File: src/rtl/ahbl_xfer_master.sv
module ahbl_xfer_master #(
  parameter int ADDR_W = 32,
  parameter int DATA_W = 32,
  parameter int VAL_W  = 64,
  localparam int BYTES  = DATA_W / 8,
  localparam int OFF_W  = $clog2(BYTES),
  localparam int LEN_W  = $clog2(VAL_W / 8 + 1),
  localparam int STEP_W = $clog2(BYTES + 1)
) (
  input  logic              clk,
  input  logic              hresetn,
  input  logic              start,
  output logic              start_ready,
  input  logic [ADDR_W-1:0] req_addr,
  input  logic [LEN_W-1:0]  req_len,
  input  logic [STEP_W-1:0] req_step,
  input  logic              req_write,
  input  logic [VAL_W-1:0]  req_wdata,
  output logic              hsel,
  output logic              hwrite,
  output logic [ADDR_W-1:0] haddr,
  output logic [1:0]        htrans,
  output logic [2:0]        hsize,
  output logic [DATA_W-1:0] hwdata,
  input  logic [DATA_W-1:0] hrdata,
  input  logic              hreadyout,
  input  logic              hresp,
  output logic              done,
  output logic              rec_valid,
  output logic [ADDR_W-1:0] rec_addr,
  output logic [DATA_W-1:0] rec_data,
  output logic              bus_err,
  output logic              proto_err
);
  localparam int CNT_W = LEN_W + 1;
  localparam logic [1:0] TR_IDLE = 2'd0;
  localparam logic [1:0] TR_NSEQ = 2'd2;

  typedef enum logic [2:0] {S_IDLE, S_ADDR, S_DATA, S_ERR2, S_TAIL} st_t;

  st_t               st;
  logic              first;
  logic [STEP_W-1:0] step_r;
  logic [LEN_W-1:0]  len_r;
  logic [VAL_W-1:0]  wdata_r;
  logic [CNT_W-1:0]  sent;
  logic [ADDR_W-1:0] dp_addr;

  function automatic logic [2:0] lg2(input logic [STEP_W-1:0] s);
    lg2 = 3'd0;
    for (int i = 1; i < STEP_W; i++)
      if (s >= (STEP_W'(1) << i)) lg2 = 3'(i);
  endfunction

  logic [OFF_W-1:0]  mis;
  logic [STEP_W-1:0] step_in;
  assign mis     = req_addr[OFF_W-1:0];
  assign step_in = (req_step != '0) ? req_step :
                   (mis == '0) ? STEP_W'(BYTES) : STEP_W'(mis);

  logic [CNT_W-1:0] sent_nx;
  logic [VAL_W-1:0] shifted;
  logic             last_issue;
  assign sent_nx    = sent + CNT_W'(step_r);
  assign last_issue = sent_nx >= CNT_W'(len_r);
  assign shifted    = wdata_r >> {sent, 3'b000};

  logic beat_ok, issue, early_wait, bad_err1, fin, err_bus, err_proto;
  assign beat_ok    = (st == S_DATA) && !hresp && hreadyout;
  assign issue      = (st == S_ADDR) || (beat_ok && htrans == TR_NSEQ);
  assign early_wait = (st == S_DATA) && !hresp && !hreadyout && first;
  assign bad_err1   = (st == S_DATA) && hresp && hreadyout;
  assign err_bus    = (st == S_ERR2) && hresp && hreadyout;
  assign err_proto  = early_wait || bad_err1 || ((st == S_ERR2) && !(hresp && hreadyout));
  assign fin        = early_wait || bad_err1 || (st == S_ERR2) || (beat_ok && htrans != TR_NSEQ);

  assign start_ready = (st == S_IDLE);

  always_ff @(posedge clk or negedge hresetn) begin
    if (!hresetn) begin
      st <= S_IDLE; first <= 1'b0;
      step_r <= '0; len_r <= '0; wdata_r <= '0; sent <= '0; dp_addr <= '0;
      hsel <= 1'b0; hwrite <= 1'b0; haddr <= '0; htrans <= TR_IDLE;
      hsize <= 3'd0; hwdata <= '0;
      done <= 1'b0; rec_valid <= 1'b0; rec_addr <= '0; rec_data <= '0;
      bus_err <= 1'b0; proto_err <= 1'b0;
    end else begin
      done      <= 1'b0;
      rec_valid <= 1'b0;
      if (st == S_IDLE && start) begin
        st <= S_ADDR;
        hsel <= 1'b1; hwrite <= req_write; haddr <= req_addr; htrans <= TR_NSEQ;
        hsize <= lg2(step_in);
        step_r <= step_in; len_r <= req_len; wdata_r <= req_wdata; sent <= '0;
        bus_err <= 1'b0; proto_err <= 1'b0;
      end
      if (st == S_ADDR) begin
        st    <= S_DATA;
        first <= 1'b1;
      end
      if (beat_ok) begin
        first     <= 1'b0;
        rec_valid <= 1'b1;
        rec_addr  <= dp_addr;
        rec_data  <= hwrite ? hwdata : hrdata;
      end
      if (issue) begin
        dp_addr <= haddr;
        hwdata  <= shifted[DATA_W-1:0];
        sent    <= sent_nx;
        if (last_issue) htrans <= TR_IDLE;
        else            haddr  <= haddr + ADDR_W'(step_r);
      end
      if (st == S_DATA && hresp && !hreadyout) begin
        st     <= S_ERR2;
        htrans <= TR_IDLE;
      end
      if (err_bus)   bus_err   <= 1'b1;
      if (err_proto) proto_err <= 1'b1;
      if (fin) begin
        st <= S_TAIL; hsel <= 1'b0; hwrite <= 1'b0; htrans <= TR_IDLE;
      end
      if (st == S_TAIL) begin
        st   <= S_IDLE;
        done <= 1'b1;
      end
    end
  end

  p_legal_trans_r3: assert property (@(posedge clk) disable iff (!hresetn)
    htrans != 2'd1 && htrans != 2'd3);

  p_idle_unselected_r3: assert property (@(posedge clk) disable iff (!hresetn)
    !hsel |-> htrans == TR_IDLE);

  p_wait_hold_r7: assert property (@(posedge clk) disable iff (!hresetn)
    (st == S_DATA && !first && !hreadyout && !hresp) |=>
      $stable(haddr) && $stable(htrans) && $stable(hwdata) && $stable(hsize));

  p_err2_ends_r10: assert property (@(posedge clk) disable iff (!hresetn)
    st == S_ERR2 |=> !hsel && (bus_err || proto_err));

  p_flags_exclusive_r9: assert property (@(posedge clk) disable iff (!hresetn)
    !(bus_err && proto_err));

  p_done_after_release_r11: assert property (@(posedge clk) disable iff (!hresetn)
    done |-> !hsel && !hwrite && $past(!hsel));

  p_record_in_run_r6: assert property (@(posedge clk) disable iff (!hresetn)
    rec_valid |-> $past(hsel) && !done);
endmodule

File: config.mk
export PLATFORM = sky130hd
export DESIGN_NAME = ahbl_xfer_master
export DESIGN_NICKNAME = d
export VERILOG_FILES = /design/src/rtl/ahbl_xfer_master.sv
export SDC_FILE = /design/constraint.sdc
export NUM_CORES = 1
export LEC_CHECK = 0
export BUFFER_PORTS_ARGS = -buffer_cell sky130_fd_sc_hd__buf_2
export CAP_MARGIN = 20
export CORE_ASPECT_RATIO = 1.2
export CORE_UTILIZATION = 45
export CTS_BUF_LIST = sky130_fd_sc_hd__clkbuf_8
export DETAILED_ROUTE_END_ITERATION = 16
export GPL_TIMING_DRIVEN = 0
export HOLD_SLACK_MARGIN = 0.08
export PLACE_DENSITY = 0.68
export SKIP_LAST_GASP = 1
export SLEW_MARGIN = 15
export SYNTH_ARGS = -nofsm -noshare
export SYNTH_HDL_FRONTEND = slang
export SYNTH_SLANG_ARGS = --single-unit
File: constraint.sdc
create_clock -name clk -period 8.2 [get_ports clk]
set_input_delay 0.82 -clock clk [delete_from_list [all_inputs] [get_ports clk]]
set_output_delay 0.82 -clock clk [all_outputs]
set_load 0.005 [all_outputs]
==> results.py, run 1 <==
metrics = {
    "outcome": {
        "status": "finished, final reports clean",
    },
    "cts": {
        "clockBufferDepth": 3,
        "cts_resized": 0,
        "cts_sinks": 249,
        "insertion_delay_ns": 0.58,
        "postCtsHoldBufs": 0,
        "cts-root-buf": "clkbuf_8",
        "h-tree-depth": 2,
        "cts_tree": "built",
        "clk_pin_slew_ns": 0.06,
        "post-cts-setup-buffers": 0,
        "cts_buffers": 42,
    },
    "logic_synthesis": {
        "synthAdderAreaFrac": 0.0131,
        "synth-seq-area-share": 0.495,
        "synth_common_cells": "nand2_1, dfrtp_1, mux2i_1",
        "syn-cell-area_um2": 12600,
        "synth_flop_cell": "dfrtp_1",
        "synth-compound-area-share": 0.143,
        "yosys.area_share.simple": 0.210,
        "synth_area_leaders": "dfrtp_1, nand2_1, mux2i_1",
        "synthCells": 1391,
        "synth.distinct_cells": 71,
        "synth_nets": 1544,
        "synth-xor-area-share": 0.00696,
        "synthMuxAreaShare": 0.0865,
        "yosysWarningCount": 0,
        "synth_top_area_share": 0.495,
        "ys_ff_latch": 249,
        "synth_area_per_cell_um2": 9.05,
        "synthArstFlopShare": 1.00,
        "synth_top_family_by_area": "simple AND/OR/NAND/NOR gates",
        "synth_edf_count": 0,
        "synth_top_area_cell": "dfrtp_1",
        "synth.most_common_cell": "nand2_1",
    },
    "sta": {
        "finalSetupViolations": 0,
        "period_minus_slack_ns": 3.13,
        "worstMarginPinSlew_ns": 0.970,
        "slew_violations": 0,
        "slew_headroom": 0.353,
        "finClkSkew_ns": 0.0320,
        "hold_viol_final": 0,
        "fmax_mhz": 320,
        "rsz0062_at_grt": "no",
        "fin_crit_sh": 0.381,
        "fin_ws_ns": 5.07,
        "setup_tns_ns": 0,
        "hold_ws_ns": 0.200,
    },
    "floorplanning": {
        "core_um2": 27300,
        "die-width_um": 155,
        "die_area_um2": 28600,
        "initial_utilization": 0.460,
        "ioPinCount": 281,
        "fp-row-count": 66,
        "die_y_um": 185,
    },
    "setup_path": {
        "crit_path_frequent_cell": "ha_1",
        "crit_slowest_cell": "dfrtp_1",
        "cp_cell_sequence": "ha_1 -> fa_1 -> xor2_1 -> ha_1 -> nor3_1 -> o21ai_0 -> a211oi_4 -> buf_6 -> buf_4 -> nand4_1 -> a21oi_1",
        "crit_arrival_ns": 3.61,
        "crit_path_max_incr_delay_ns": 0.42,
        "startpoint_type": "flip-flop",
        "worstSetupEndpointType": "flip-flop",
        "worstPathMaxFanout": 10,
        "critPathKind": "flip-flop to flip-flop",
        "required_ns": 8.68,
    },
    "route": {
        "wl_per_cell_um": 20.4,
        "route.detailed.drc": 0,
        "drtPass1Iterations": 6,
        "drt_wl_total_mm": 43.2,
        "drtIter0Drc": 823,
        "postRouteAntennaNets": 0,
        "vias_per_cell": 5.52,
        "via_count": 11700,
    },
    "placement": {
        "finalWeightedCongestion": 0.961,
        "pre_cts_slack_ns": 5.10,
        "port_buffers": 279,
        "place_area_um2": 14500,
        "hpwl_mm": 32.9,
    },
    "power": {
        "p_per_area_nw_per_um2": 405,
        "total_leakage_power_nw": 7.63,
        "ir_drop_mv": 0.176,
    },
    "layout": {
        "final_nets": 1869,
        "synthToLayoutAreaGrowth_pct": 21.5,
        "fillerInstances": 2550,
        "drive_gt1_frac": 0.231,
        "finalInstanceArea_um2": 15300,
        "num_antenna_cells": 0,
        "final_util": 0.560,
    },
    "global_routing": {
        "grt_pass1_wl_mm": 65.5,
        "grt_pass1_vias": 11400,
        "grt_max_degree": 93,
        "grt_use_total": 0.303,
        "gr-total-overflow": 0,
        "antenna_found_initial": 0,
    },
    "flow_run": {
        "cap_viol_max_count": 0,
    },
    "hold_path": {
        "worst_hold_path_type": "primary input to async pin",
    },
}
==> worst max-delay path, delay by kind of cell, from the launching register on <==
kind / cells / cell delay, ns
adder cells (fa/ha/maj): 3 / 0.86
AO/OA/AOI/OAI: 3 / 0.78
buffers and inverters: 2 / 0.45
flip-flops: 1 / 0.42
AND/OR/NAND/NOR: 2 / 0.33
XOR/XNOR: 1 / 0.20
==> per-layer routing <==
metal | share of wire | vias to the layer above | track usage | routed length [um]
li1 | - | 5444 | - | -
met5 | 0 | - | 0 | 0
met3 | 0.058 | 106 | 0.0433 | 2520
met1 | 0.41 | 5641 | 0.381 | 17800
met4 | 0.046 | 0 | 0.149 | 1990
met2 | 0.48 | 487 | 0.511 | 20900
==> flip-flops by register name, indices dropped and copies added, names as in the netlist, 2 cells and up <==
| name | flops |
|---|---|
| wdata_r | 64 |
| rec_addr | 32 |
| step_r | 2 |
| len_r | 4 |
| htrans | 2 |
| rec_data | 32 |
| haddr | 32 |
| sent | 5 |
| st | 3 |
| hwdata | 32 |
| hsize | 2 |
| dp_addr | 32 |
==> path summary, 6_finish.rpt <==
check	start	endpoint	slack, ns	depth (start not counted)
worst min register to register	dp_addr[1]	rec_addr[1]	0.46	2
worst min-delay path	hresetn	rec_valid	0.20	1
worst max register to register	step_r[0]	haddr[9]	5.07	11
max in group asynchronous	hresetn	wdata_r[49]	7.08	2
worst max-delay path	step_r[0]	haddr[9]	5.07	11
min in group clk	req_len[0]	len_r[0]	0.46	3
==> power breakdown <==
group          switching (mW)  internal (mW)  total, mW
clock network           0.502          0.543       1.05
registers               0.571           1.79       2.36
logic                    1.68           1.10       2.78
total                    2.75           3.44       6.19
==> cell usage in the layout (no fill, tap or decap), types with 7 or more instances in the layout <==
| cell type | Yosys | routed |
|---|---|---|
| a211oi_1 | 17 | 17 |
| a21oi_1 | 39 | 39 |
| a22o_1 | 18 | 18 |
| a32o_1 | 8 | 8 |
| and3_1 | 15 | 15 |
| and4_1 | 8 | 8 |
| buf_2 | 33 | 311 |
| clkbuf_1 | 55 | 55 |
| clkbuf_8 | 0 | 49 |
| dfrtp_1 | 249 | 249 |
| ha_1 | 10 | 10 |
| inv_1 | 23 | 37 |
| mux2i_1 | 96 | 96 |
| nand2_1 | 445 | 445 |
| nand2b_1 | 8 | 8 |
| nand3_1 | 10 | 10 |
| nor2_1 | 59 | 59 |
| nor2b_1 | 9 | 9 |
| nor3_1 | 38 | 38 |
| nor4_1 | 8 | 8 |
| o21ai_0 | 93 | 93 |
| o221ai_1 | 7 | 7 |
| o22ai_1 | 11 | 11 |
| o2bb2ai_1 | 7 | 7 |
| o31ai_1 | 9 | 9 |
| xnor2_1 | 9 | 9 |
==> layout make-up <==
class / instances / area [um2] / share of cell area
Multi-Input combinational cell: 1016 / 5790 / 0.379
Inverter: 25 / 93.8 / 0.00614
Tap cell: 374 / 468 / 0.0306
Sequential cell: 249 / 6230 / 0.407
Clock buffer: 49 / 674 / 0.0441
Clock inverter: 22 / 106 / 0.00695
Buffer: 101 / 470 / 0.0308
Timing Repair Buffer: 281 / 1460 / 0.0955
==> per-stage QoR <==
stage,instances,power (mW)
after detailed placement,2046,5.11
after global placement,2044,5.06
final,2117,6.19
after CTS,2117,6.18
after global routing,2117,6.62
after floorplan,1391,3.93
==> kinds of logic (layout without fill, tap and decap cells) <==
group,Yosys count,in the layout
AND/OR/NAND/NOR,625,625
AO/OA/AOI/OAI,265,265
flip-flops,249,249
buffers and inverters,126,478
other,1,1
adder cells (fa/ha/maj),12,12
multiplexers,103,103
XOR/XNOR,10,10
No activity file was read; power rests on OpenSTA's default activity.
==> inputs of run 2 (changes only) <==
clock period = 3.01 ns   (was 8.2 ns; I/O delays follow)
==> run 2 against run 1 <==
Compared with the run above: clock-buffer cell count did not move; clock skew rose by 0.0043 ns; wire length rose by 4.8%; critical path depth fell by 2.
==> results.py, run 2 (synthesis results as in run 1) <==
metrics = {
    "outcome": {
        "status": "finished, final reports clean",
    },
    "setup_path": {
        "reg2reg_from": "step_r[0]",
        "r2r_slack_ns": 0.11,
        "required_ns": 3.46,
        "worstPathMaxFanout": 5,
        "startpoint_type": "flip-flop",
        "crit_path_max_incr_delay_ns": 0.60,
        "path_delay_family": "compound AO/OA/AOI/OAI gates",
        "worstSetupEndpointType": "flip-flop",
        "startpoint": "step_r[0]",
        "cp_cell_sequence": "ha_1 -> fa_2 -> xor2_2 -> ha_1 -> nor3_2 -> o21ai_2 -> a2111oi_4 -> a211oi_1 -> nor3b_1",
        "critPathKind": "flip-flop to flip-flop",
        "crit_path_frequent_cell": "ha_1",
        "reg2reg_depth": 9,
        "r2r-end": "haddr[14]",
        "worst-path-stages": 9,
        "critPathBufInv": 0,
        "crit_slowest_cell": "a2111oi_4",
        "crit_arrival_ns": 3.34,
        "endpoint": "haddr[14]",
    },
    "sta": {
        "worstMarginPinSlew_ns": 0.991,
        "slew_violations": 0,
        "hold_ws_ns": 0.109,
        "fin_crit_sh": 0.962,
        "finClkSkew_ns": 0.0364,
        "finalSetupViolations": 0,
        "period_minus_slack_ns": 2.90,
        "setup_tns_ns": 0,
        "slew_headroom": 0.340,
        "hold_viol_final": 0,
        "fmax_mhz": 345,
        "fin_ws_ns": 0.115,
    },
    "floorplanning": {
        "initial_utilization": 0.460,
        "core_um2": 27300,
        "die_y_um": 185,
        "ioPinCount": 281,
        "fp-row-count": 66,
        "die_area_um2": 28600,
        "die-width_um": 155,
    },
    "global_routing": {
        "grt_max_degree": 93,
        "grt_pass1_vias": 12300,
        "antenna_found_initial": 0,
        "gr-total-overflow": 0,
        "grt_use_total": 0.318,
        "grt_pass1_wl_mm": 69.1,
    },
    "cts": {
        "cts-root-buf": "clkbuf_8",
        "cts_tree": "built",
        "cts_sinks": 249,
        "clockBufferDepth": 3,
        "h-tree-depth": 2,
        "insertion_delay_ns": 0.58,
        "cts_buffers": 42,
        "clk_pin_slew_ns": 0.07,
    },
    "power": {
        "p_per_area_nw_per_um2": 1030,
        "power.total_mw": 17.2,
        "ir_drop_mv": 0.482,
        "total_leakage_power_nw": 8.23,
    },
    "layout": {
        "final_nets": 2008,
        "final_common_cell": "nand2_1",
        "synthToLayoutAreaGrowth_pct": 32.8,
        "regMostFlops": "wdata_r",
        "largest_reg_flops": 64,
        "most-common-layout-cells": "nand2_1, buf_2, dfrtp_1, dlygate4sd3_1, mux2i_1",
        "fin_cells": 2257,
        "drive_gt1_frac": 0.223,
        "final_util": 0.612,
        "finalInstanceArea_um2": 16700,
    },
    "placement": {
        "dp_cells": 2046,
        "port_buffers": 279,
        "hpwl_mm": 32.9,
        "pre_cts_slack_ns": -0.0891,
        "place_area_um2": 14500,
        "finalWeightedCongestion": 0.961,
    },
    "route": {
        "drt_wl_total_mm": 45.3,
        "wl_per_cell_um": 20.1,
        "vias_per_cell": 5.45,
        "route.detailed.drc": 0,
        "drtIter0Drc": 894,
        "via_count": 12300,
        "postRouteAntennaNets": 0,
        "drtPass1Iterations": 5,
    },
    "flow_run": {
        "cap_viol_max_count": 0,
    },
    "hold_path": {
        "worst_hold_path_type": "primary input to flip-flop",
        "whs_path_depth": 3,
    },
}
run 2: changes by cell type in the layout (fill, tap and decap cells not counted), sizes merged:
cell         previous run  this run
buf                   326       333
clkbuf                105       106
diode                   0         1
dlygate4sd3             0       131
run 2: worst min-delay path by stage:
stage / slack [ns] / startpoint / endpoint
finish: 0.11 / req_addr[13] / haddr[13]
global route: 0.11 / req_addr[13] / haddr[13]
CTS: 0.09 / req_addr[13] / haddr[13]
detailed placement: 0.30 / hresetn / rec_valid
global placement: 0.45 / dp_addr[20] / rec_addr[20]
floorplan: 0.005 / hresetn / bus_err
run 2: worst reg2reg max path, stage by stage, from the launching register on:
cell       delay (ns)
dfrtp_1          0.40
ha_1             0.25
fa_2             0.39
xor2_2           0.17
ha_1             0.21
nor3_2           0.24
o21ai_2          0.14
a2111oi_4        0.61
a211oi_1         0.15
nor3b_1          0.23
run 2: power breakdown:
| group | total (mW) | internal, mW | switching [mW] |
|---|---|---|---|
| sequential | 6.44 | 4.89 | 1.55 |
| combinational | 7.93 | 3.22 | 4.71 |
| clock | 2.86 | 1.48 | 1.38 |
| total | 17.2 | 9.59 | 7.63 |
run 2: timing repair:
item                                    CTS  global route
gates resized for setup                   4            11
cloned                                    0             0
pin swaps                                 2             4
endpoints found under the setup margin   22            33
endpoints found under the hold margin   198             0
hold buffers                            131             0
setup buffers                             3             5
run 2: layer usage:
layer  global-route usage  wire length, um  vias up
li1                     -                -     5712
met1                0.392            18100     5928
met2                0.543            22100      526
met3               0.0426             2680      132
met4                0.169             2350        0
met5                    0                0        -
run 2: area by class of cell:
cell class | instances | area, um2
Antenna cell | 1 | 2.50
Buffer | 101 | 480
Clock buffer | 49 | 674
Clock inverter | 22 | 106
Fill cell | 2361 | 10600
Inverter | 25 | 93.8
Multi-Input combinational cell | 1016 | 5830
Sequential cell | 249 | 6230
Tap cell | 374 | 468
Timing Repair Buffer | 420 | 2830
==> inputs of run 3 (changes only) <==
ABC_AREA = 1   (was unset)
==> run 3 against run 2 <==
Compared with the run above: die area rose by 1.6%; fmax rose by 11%; worst hold slack got worse by 0.014 ns; critical path depth rose by 2; combinational power rose by 10%; largest power group unchanged; core utilization fell by 0.86 points; wire length rose by 0.82%; sequential cell count did not move; critical path type unchanged; clock power rose by 9.8%; register-to-register slack improved by 0.28 ns; non-clock buffer count fell by 23; critical endpoint is now haddr[26]; synthesized cell count rose by 23%.
==> results.py, run 3 <==
metrics = {
    "sta": {
        "finClkSkew_ns": 0.0167,
        "slew_headroom": 0.526,
        "finalSetupViolations": 0,
        "slew_violations": 0,
        "worstMarginPinSlew_ns": 0.704,
        "fin_crit_sh": 0.870,
        "rsz0062_at_grt": "no",
        "fin_ws_ns": 0.390,
        "hold_ws_ns": 0.0958,
        "period_minus_slack_ns": 2.62,
        "fmax_mhz": 382,
        "setup_tns_ns": 0,
        "hold_viol_final": 0,
    },
    "route": {
        "via_count": 13300,
        "vias_per_cell": 5.18,
        "postRouteAntennaNets": 0,
        "drt_wl_total_mm": 45.7,
        "drtPass1Iterations": 5,
        "wl_per_cell_um": 17.8,
        "drtIter0Drc": 961,
        "route.detailed.drc": 0,
    },
    "power": {
        "p_per_area_nw_per_um2": 1070,
        "power.total_mw": 18.0,
        "total_leakage_power_nw": 8.67,
        "ir_drop_mv": 0.504,
    },
    "logic_synthesis": {
        "synth_edf_count": 0,
        "synth_area_per_cell_um2": 7.47,
        "ys_ff_latch": 249,
        "synth_top_area_cell": "dfrtp_1",
        "synthArstFlopShare": 1.00,
        "yosys.area_share.simple": 0.287,
        "synthAdderAreaFrac": 0.0129,
        "synth.distinct_cells": 37,
        "synth-xor-area-share": 0.0123,
        "synth_common_cells": "nand2_1, dfrtp_1, o21ai_0",
        "synth_nets": 1865,
        "synth_area_leaders": "dfrtp_1, nand2_1, o21ai_0",
        "synth_top_family_by_area": "simple AND/OR/NAND/NOR gates",
        "synth-compound-area-share": 0.123,
        "synthMuxAreaShare": 0,
        "syn-cell-area_um2": 12800,
        "synth-seq-area-share": 0.487,
        "synthCells": 1712,
        "yosysWarningCount": 0,
        "synth.most_common_cell": "nand2_1",
        "synth_flop_cell": "dfrtp_1",
        "synth_top_area_share": 0.487,
    },
    "placement": {
        "hpwl_mm": 33.8,
        "place_area_um2": 14700,
        "port_buffers": 279,
        "finalWeightedCongestion": 1.04,
        "pre_cts_slack_ns": 0.403,
        "dp_cells": 2372,
    },
    "layout": {
        "largest_reg_flops": 64,
        "drive_gt1_frac": 0.195,
        "final_common_cell": "nand2_1",
        "final_util": 0.603,
        "synthToLayoutAreaGrowth_pct": 31.6,
        "fin_cells": 2568,
        "finalInstanceArea_um2": 16800,
        "regMostFlops": "wdata_r",
        "final_nets": 2314,
        "most-common-layout-cells": "nand2_1, buf_2, dfrtp_1, o21ai_0, inv_1",
    },
    "cts": {
        "cts_tree": "built",
        "post-cts-setup-buffers": 0,
        "clk_pin_slew_ns": 0.06,
        "clockBufferDepth": 3,
        "cts-root-buf": "clkbuf_8",
        "insertion_delay_ns": 0.57,
        "h-tree-depth": 2,
        "cts_buffers": 42,
        "cts_sinks": 249,
    },
    "setup_path": {
        "worstSetupEndpointType": "flip-flop",
        "worstPathMaxFanout": 10,
        "startpoint_type": "flip-flop",
        "crit_arrival_ns": 3.07,
        "required_ns": 3.46,
        "critPathKind": "flip-flop to flip-flop",
    },
    "floorplanning": {
        "fp-row-count": 67,
        "core_um2": 27900,
        "ioPinCount": 281,
        "die_area_um2": 29100,
        "die-width_um": 156,
        "initial_utilization": 0.458,
        "die_y_um": 187,
    },
    "hold_path": {
        "worst_hold_path_type": "primary input to flip-flop",
    },
    "global_routing": {
        "grt_pass1_vias": 13100,
        "grt_pass1_wl_mm": 71.4,
        "antenna_found_initial": 1,
        "grt_max_degree": 102,
        "gr-total-overflow": 0,
        "grt.busiest_layer": "met2",
        "gr-usage-met3": 0.0402,
        "grt_use_total": 0.317,
        "grt_util_met1": 0.401,
        "use_met2": 0.525,
    },
    "flow_run": {
        "cap_viol_max_count": 0,
    },
    "outcome": {
        "status": "finished, final reports clean",
    },
}
## run 3: changes by cell type after synthesis, moves of 34 or more
cell     change
nand2_1    +174
inv_1      +120
mux2i_1     -96
o21ai_0     +93
nand3_1     +92
nor2_1      +75
nor3_1      -34
## run 3: critical path, stage by stage, from the launching register on
cell and delay (ns):
dfrtp_1 0.45, ha_1 0.26, fa_1 0.41, xor2_1 0.24, ha_1 0.28, nand2_1 0.07, nand2_1 0.04, nand2_1 0.15
nand3_4 0.17, buf_2 0.25, nor2_1 0.13, nor2_1 0.06
## run 3: repair_timing
action | in CTS | in global routing
hold buffers | 124 | 0
hold endpoints to repair | 201 | 0
gates resized for setup | 0 | 0
## run 3: per-layer routing
layer	share of wire	wire length (um)	vias up
met2	0.48	22000	540
met4	0.055	2530	0
met3	0.055	2530	146
met1	0.41	18600	6245
li1	-	-	6368
met5	0	0	-
## run 3: layout make-up
type / count / area [um2]
clock inverters: 18 / 135
multi-input cells: 1222 / 5570
diodes: 1 / 2.50
clock buffers: 53 / 729
well taps: 379 / 474
flip-flops and latches: 249 / 6230
inverters: 148 / 556
repair buffers: 405 / 2700
plain buffers: 93 / 432
fillers: 2590 / 11100
## run 3: final timing paths
path / end / slack, ns / from / cells past startpoint
min in group asynchronous: rec_addr[15] / 0.30 / hresetn / 2
worst max register to register: haddr[26] / 0.39 / step_r[0] / 11
max in group asynchronous: wdata_r[35] / 1.77 / hresetn / 3
worst max-delay path: haddr[26] / 0.39 / step_r[0] / 11
worst min-delay path: step_r[0] / 0.1 / req_step[0] / 5
worst min register to register: rec_addr[19] / 0.48 / rec_addr[19] / 2
## run 3: logic make-up after synthesis
family | Yosys count
buffers and inverters | 241
AOI/OAI and AO/OA | 292
xor gates and xnor gates | 18
and+or+nand+nor | 899
other | 1
adders and majority gates | 12
DFF | 249
## run 3: where the power goes
group / leakage [nW] / switching [mW] / internal [mW]
sequential: 3.08 / 1.28 / 4.90
combinational: 5.11 / 5.62 / 3.10
clock: 0.481 / 1.40 / 1.75
total: 8.67 / 8.30 / 9.75
